$ cat config.mk
export PLATFORM = sky130hd
export DESIGN_NAME = cmp_chg_irq
export DESIGN_NICKNAME = d
export VERILOG_FILES = /design/src/rtl/cmpirq_pkg.sv /design/src/rtl/cmpirq_sync.sv /design/src/rtl/cmpirq_ctrl.sv /design/src/rtl/cmpirq_flag.sv /design/src/rtl/cmp_chg_irq.sv
export SDC_FILE = /design/constraint.sdc
export NUM_CORES = 1
export LEC_CHECK = 0
export ABC_AREA = 1
export CAP_MARGIN = 0
export CORE_UTILIZATION = 34
export CTS_BUF_LIST = sky130_fd_sc_hd__clkbuf_4
export CTS_CLUSTER_DIAMETER = 80
export DETAILED_ROUTE_END_ITERATION = 8
export GPL_ROUTABILITY_DRIVEN = 0
export GPL_TIMING_DRIVEN = 1
export PLACE_DENSITY = 0.72
export SYNTH_ARGS = -nofsm -noshare
export SYNTH_HDL_FRONTEND = slang
export SYNTH_SLANG_ARGS = --single-unit
$ cat constraint.sdc
create_clock -name clk -period 1.14 [get_ports clk]
set_input_delay 0.342 -clock clk [delete_from_list [all_inputs] [get_ports clk]]
set_output_delay 0.342 -clock clk [all_outputs]
set_load 0.01 [all_outputs]
$ cat src/rtl/cmpirq_pkg.sv
// Package: shared constants and helpers for the comparator change-detect
// interrupt logic. Assumes a three-bit mode field in the low bits of the
// control/status register.
package cmpirq_pkg;

    localparam int MODE_W   = 3;
    localparam int FLAG_BIT = 0;

    typedef logic [MODE_W-1:0] mode_t;

    // Mode codes that force the reported comparator outputs low.
    localparam mode_t MODE_HOLD_RST = 3'b000;
    localparam mode_t MODE_ALL_OFF  = 3'b111;

    // Register select encoding.
    localparam logic SEL_CTRL = 1'b0;
    localparam logic SEL_FLAG = 1'b1;

    // True when the mode keeps the comparator outputs at zero.
    function automatic logic outputs_forced_low(input mode_t m);
        return (m == MODE_HOLD_RST) || (m == MODE_ALL_OFF);
    endfunction

endpackage

$ cat src/rtl/cmpirq_sync.sv
// Module: multi-flop synchronizer for the raw comparator outputs.
// Assumes that each bit is an independent level and may be sampled one flop
// apart from the others. All flops clear on reset.
module cmpirq_sync #(
    parameter int WIDTH  = 2,
    parameter int STAGES = 2
) (
    input  logic             clk,
    input  logic             rst_n,
    input  logic [WIDTH-1:0] d_i,
    output logic [WIDTH-1:0] q_o
);

    generate
        if (STAGES <= 1) begin : g_single
            logic [WIDTH-1:0] stage_q;

            // Single capture flop.
            always_ff @(posedge clk) begin
                if (!rst_n) stage_q <= '0;
                else        stage_q <= d_i;
            end

            assign q_o = stage_q;
        end else begin : g_chain
            logic [STAGES-1:0][WIDTH-1:0] stage_q;

            // Shift the input through the flop chain.
            always_ff @(posedge clk) begin
                if (!rst_n) stage_q <= '0;
                else        stage_q <= {stage_q[STAGES-2:0], d_i};
            end

            assign q_o = stage_q[STAGES-1];
        end
    endgenerate

endmodule

$ cat src/rtl/cmpirq_ctrl.sv
// Module: mode register, output gating and snapshot compare.
// Assumes that sync_i is already synchronized. A read or write of the
// control/status register loads the snapshot and masks the mismatch in that
// same cycle, so a change arriving exactly then is absorbed.
module cmpirq_ctrl
    import cmpirq_pkg::*;
#(
    parameter int NCMP = 2
) (
    input  logic            clk,
    input  logic            rst_n,
    input  logic [NCMP-1:0] sync_i,
    input  logic            ctrl_rd_i,
    input  logic            ctrl_wr_i,
    input  mode_t           mode_wdata_i,
    output mode_t           mode_o,
    output logic [NCMP-1:0] cmp_vis_o,
    output logic            mismatch_o
);

    mode_t           mode_q;
    logic [NCMP-1:0] snap_q;
    logic [NCMP-1:0] chg;
    logic            ctrl_access;
    logic            force_low;

    assign ctrl_access = ctrl_rd_i | ctrl_wr_i;
    assign force_low   = outputs_forced_low(mode_q);

    // Per-comparator output gating and change detection.
    generate
        for (genvar i = 0; i < NCMP; i++) begin : g_cmp
            assign cmp_vis_o[i] = sync_i[i] & ~force_low;
            assign chg[i]       = cmp_vis_o[i] ^ snap_q[i];
        end
    endgenerate

    // Mode field: a write of the control/status register updates it.
    always_ff @(posedge clk) begin
        if (!rst_n)         mode_q <= MODE_HOLD_RST;
        else if (ctrl_wr_i) mode_q <= mode_wdata_i;
    end

    // Snapshot: any control/status access loads the visible outputs.
    always_ff @(posedge clk) begin
        if (!rst_n)           snap_q <= '0;
        else if (ctrl_access) snap_q <= cmp_vis_o;
    end

    assign mismatch_o = (|chg) & ~ctrl_access;
    assign mode_o     = mode_q;

endmodule

$ cat src/rtl/cmpirq_flag.sv
// Module: change flag with software set/clear, plus request gating.
// Assumes that mismatch_i is already masked for control/status accesses.
// A mismatch set outranks a software write in the same cycle.
module cmpirq_flag (
    input  logic clk,
    input  logic rst_n,
    input  logic mismatch_i,
    input  logic flag_wr_i,
    input  logic flag_wbit_i,
    input  logic local_en_i,
    input  logic periph_en_i,
    input  logic global_en_i,
    input  logic sleep_i,
    output logic flag_o,
    output logic irq_o,
    output logic wake_o
);

    logic flag_q;
    logic src_en;

    // Flag register: hardware set first, then software write, else hold.
    always_ff @(posedge clk) begin
        if (!rst_n)          flag_q <= 1'b0;
        else if (mismatch_i) flag_q <= 1'b1;
        else if (flag_wr_i)  flag_q <= flag_wbit_i;
    end

    assign src_en = flag_q & local_en_i & periph_en_i;
    assign irq_o  = src_en & global_en_i;
    assign wake_o = src_en & sleep_i;
    assign flag_o = flag_q;

endmodule

$ cat src/rtl/cmp_chg_irq.sv
// Module: top of the comparator change-detect interrupt logic.
// Decodes two byte registers (select 0 control/status, select 1 flag) and
// wires the synchronizer, control and flag stages. Assumes that the
// comparator outputs plus the mode field fit in DW bits.
module cmp_chg_irq
    import cmpirq_pkg::*;
#(
    parameter int NCMP        = 2,
    parameter int DW          = 8,
    parameter int SYNC_STAGES = 2
) (
    input  logic              clk,
    input  logic              rst_n,
    input  logic [NCMP-1:0]   cmp_raw_i,
    input  logic              reg_sel_i,
    input  logic              reg_rd_i,
    input  logic              reg_wr_i,
    input  logic [DW-1:0]     reg_wdata_i,
    output logic [DW-1:0]     reg_rdata_o,
    input  logic              local_en_i,
    input  logic              periph_en_i,
    input  logic              global_en_i,
    input  logic              sleep_i,
    output logic              irq_o,
    output logic              wake_o,
    output logic [MODE_W-1:0] mode_o
);

    localparam int OUT_LSB = DW - NCMP;

    logic [NCMP-1:0] cmp_sync;
    logic [NCMP-1:0] cmp_vis;
    logic            mismatch;
    logic            flag_bit;
    logic            ctrl_rd;
    logic            ctrl_wr;
    logic            flag_wr;
    logic [DW-1:0]   ctrl_view;
    logic [DW-1:0]   flag_view;
    logic            unused_wdata_bits;

    assign ctrl_rd = reg_rd_i & (reg_sel_i == SEL_CTRL);
    assign ctrl_wr = reg_wr_i & (reg_sel_i == SEL_CTRL);
    assign flag_wr = reg_wr_i & (reg_sel_i == SEL_FLAG);

    assign unused_wdata_bits = ^reg_wdata_i;

    cmpirq_sync #(
        .WIDTH  (NCMP),
        .STAGES (SYNC_STAGES)
    ) u_sync (
        .clk   (clk),
        .rst_n (rst_n),
        .d_i   (cmp_raw_i),
        .q_o   (cmp_sync)
    );

    cmpirq_ctrl #(
        .NCMP (NCMP)
    ) u_ctrl (
        .clk          (clk),
        .rst_n        (rst_n),
        .sync_i       (cmp_sync),
        .ctrl_rd_i    (ctrl_rd),
        .ctrl_wr_i    (ctrl_wr),
        .mode_wdata_i (reg_wdata_i[MODE_W-1:0]),
        .mode_o       (mode_o),
        .cmp_vis_o    (cmp_vis),
        .mismatch_o   (mismatch)
    );

    cmpirq_flag u_flag (
        .clk         (clk),
        .rst_n       (rst_n),
        .mismatch_i  (mismatch),
        .flag_wr_i   (flag_wr),
        .flag_wbit_i (reg_wdata_i[FLAG_BIT]),
        .local_en_i  (local_en_i),
        .periph_en_i (periph_en_i),
        .global_en_i (global_en_i),
        .sleep_i     (sleep_i),
        .flag_o      (flag_bit),
        .irq_o       (irq_o),
        .wake_o      (wake_o)
    );

    // Assemble the control/status read view: outputs on top, mode at bottom.
    always_comb begin
        ctrl_view                     = '0;
        ctrl_view[OUT_LSB +: NCMP]    = cmp_vis;
        ctrl_view[MODE_W-1:0]         = mode_o;
    end

    // Assemble the flag read view: flag alone at its bit.
    always_comb begin
        flag_view           = '0;
        flag_view[FLAG_BIT] = flag_bit;
    end

    // Read mux on the select input.
    always_comb begin
        reg_rdata_o = (reg_sel_i == SEL_FLAG) ? flag_view : ctrl_view;
    end

endmodule

==> impl_metrics.ini <==
[outcome]
status = finished, violations left
violations = setup timing

[die]
core-area_sq_um = 1350
die_h_um = 40.8
die_area_sq_um = 1660
io_pins = 32
start_util_pct = 37.8
rows = 13
die_w_um = 40.8

[drt]
first_pass_iters = 4
vias_per_cell = 4.54
drc = 0
vias = 576
drt-initial-drc-count = 5
wire_per_inst_um = 10.2
postRouteAntennaNets = 0
routed_wl_um = 1300

[synthesis]
ys_seq_area_share_pct = 39.2
synth.most_common_cell = inv_1
synth_edf_count = 0
syn_inst = 74
ys_ff_latch = 10
yosysWarnings = 0
synth.distinct_cells = 17
synth_top_cell_by_area = dfxtp_1
synth_area_per_cell_sq_um = 6.90
netlist_top_cells_area = dfxtp_1 (39%), inv_1 (11%), nand2_1 (9.6%)
netlist.area_leader.share_pct = 39.2
async_flop_share_pct = 0
synth-main-ff-cell = dfxtp_1
synth_common_cells = inv_1 (15), nand2_1 (13), dfxtp_1 (10), nor2_1 (9), o21ai_0 (7)
syn-cell-area_sq_um = 510

[global_routing]
grt_pass1_wl_um = 1950
track_usage_pct = 18.4
grt-ovfl-total = 0
grt_max_degree = 10
grt_pass1_vias = 511
antenna_found_initial = 0

[cells_and_area]
drive_gt1_share_pct = 42.0
layout.nets = 132
diodes = 0
syn2layout_area_growth_pct = 77.5
utilization_pct = 67.1
finalInstanceArea_sq_um = 906
layout.cells.non_filler = 127
nFillCells = 111

[timing]
fin_skew_ns = 0.00138
period_minus_slack_ns = 1.40
holdWs_ns = 0.411
fmax_mhz = 713
hold_violations = 0
drv_slew = 0
finalSetupViolCount = 10
rsz0062_at_grt = yes
period_share_pct = 123
fin_ws_ns = -0.262
fin_tns_setup_ns = -1.78

[worst_setup_path]
r2r_slack_ns = 0.04
crit_family = flip-flops
worstSetupEndpointType = primary output
rr_worst_depth = 8
r2r_end = u_flag.flag_o
path_class = register to primary output
cpPeakStageDelay_ns = 0.37
cp.required_ns = 0.80
worstPathCellList = nor2_4 > nand2_4 > nand3_2 > nor2_2 > buf_2
path_buf_inv = 1
slowest_stage = dfxtp_4
cp_max_fo = 3
cp.arrival_ns = 1.06
worstReg2RegStart = u_ctrl.mode_o[1]
startpoint_type = register

[pwr]
power_uw = 880
peakVddDrop_mv = 0.621
power_leakage_nw = 0.478
p_per_area_nw_per_um2 = 972

[placement]
dp_hpwl_um = 903
dpl.cell_count = 121
place.port_buffers = 23
place_area_sq_um = 830
place_ws_ns = -0.796

[worst_hold_path]
holdPathStages = 2
hold_path_end = u_sync.q_o[1]
hold_class = register to register
worstHoldStart = u_sync.g_chain.stage_q[1]

[clock_network]
cts.clk_slew.worst_paths_ns = 0.07
cts_tree = done
cts_max_level = 1
clk_latency_ns = 0.27
clk_path_buf_depth = 2
cts_sinks = 10
cts_made_buffers = 3
clock-root-buffer = clkbuf_4

[job]
cap_violations = 0
[state kept, by name (all words and copies together), names as in the netlist]
register	count
u_sync.q_o	2
u_sync.g_chain.stage_q	2
u_ctrl.mode_o	3
u_flag.flag_o	1
u_ctrl.snap_q	2
[power breakdown]
part	internal (mW)	switching [mW]
sequential	0.371	0.0230
clock	0.127	0.131
combinational	0.125	0.104
[routing by layer]
metal  GRT usage [%]  share of wire (%)  up-vias
li1                -                  -      295
met1            19.5                 40      255
met2            31.3                 52       24
met3            6.52                6.8        2
met4            10.0                1.5        0
met5               0                  0        -
[tightest hold or removal path, stage by stage (launching register included)]
cell and delay, ns:
dfxtp_1 0.31, nand2_1 0.04, inv_1 0.04
[cells in the final DEF (no fill, tap or decap), types with 2 or more instances in the layout]
cell             synthesis  routed
inv_1                   15      13
nand2_1                 13      12
buf_4                    3       9
clkdlybuf4s50_1          0       7
buf_2                    0       7
buf_6                    0       7
dfxtp_1                 10       6
nor2_1                   9       5
o21ai_0                  7       5
dlygate4sd2_1            0       5
nor2_2                   1       4
a21oi_1                  4       4
conb_1                   1       3
clkbuf_4                 0       3
dfxtp_4                  0       3
nand2_4                  1       2
nand3_4                  0       2
nand3_2                  3       2
inv_2                    1       2
o21ai_2                  1       2
nand4_1                  2       2
[area by class of cell]
| class | instances | area, sq um | share of cell area, % |
|---|---|---|---|
| Clock inverter | 1 | 3.75 | 0.414 |
| Timing Repair Buffer | 36 | 308 | 34.0 |
| Clock buffer | 3 | 22.5 | 2.49 |
| Inverter | 16 | 62.6 | 6.91 |
| Tap cell | 15 | 18.8 | 2.07 |
| Sequential cell | 10 | 213 | 23.5 |
| Multi-Input combinational cell | 46 | 278 | 30.7 |
[cell families after synthesis]
logic type | count (synthesis) | share of synthesized area (%)
flops | 10 | 39.2
other cells | 1 | 0.735
simple gates | 30 | 28.9
compound gates | 13 | 14.2
buf+inv | 20 | 16.9
[how the worst max path moves through the flow]
stage                          start             end  slack [ns]  depth (start not counted)
global placement           reg_sel_i  reg_rdata_o[0]       -0.79                          4
detailed placement         reg_sel_i  reg_rdata_o[0]       -0.80                          4
CTS                 u_ctrl.mode_o[1]  reg_rdata_o[7]       -0.27                          5
global route        u_ctrl.mode_o[2]  reg_rdata_o[7]       -0.33                          5
floorplan           u_ctrl.mode_o[1]  reg_rdata_o[6]        0.03                          4
finish              u_ctrl.mode_o[1]  reg_rdata_o[6]       -0.26                          5
[repair_timing]
action / 4_1_cts / 5_1_grt
resized for setup: 63 / 10
cloned: 0 / 0
endpoints found under the setup margin: 16 / 15
buffers inserted: 1 / 1
pin swaps: 4 / 3
hold buffers: 0 / 0
No activity file was read; power rests on OpenSTA's default activity.
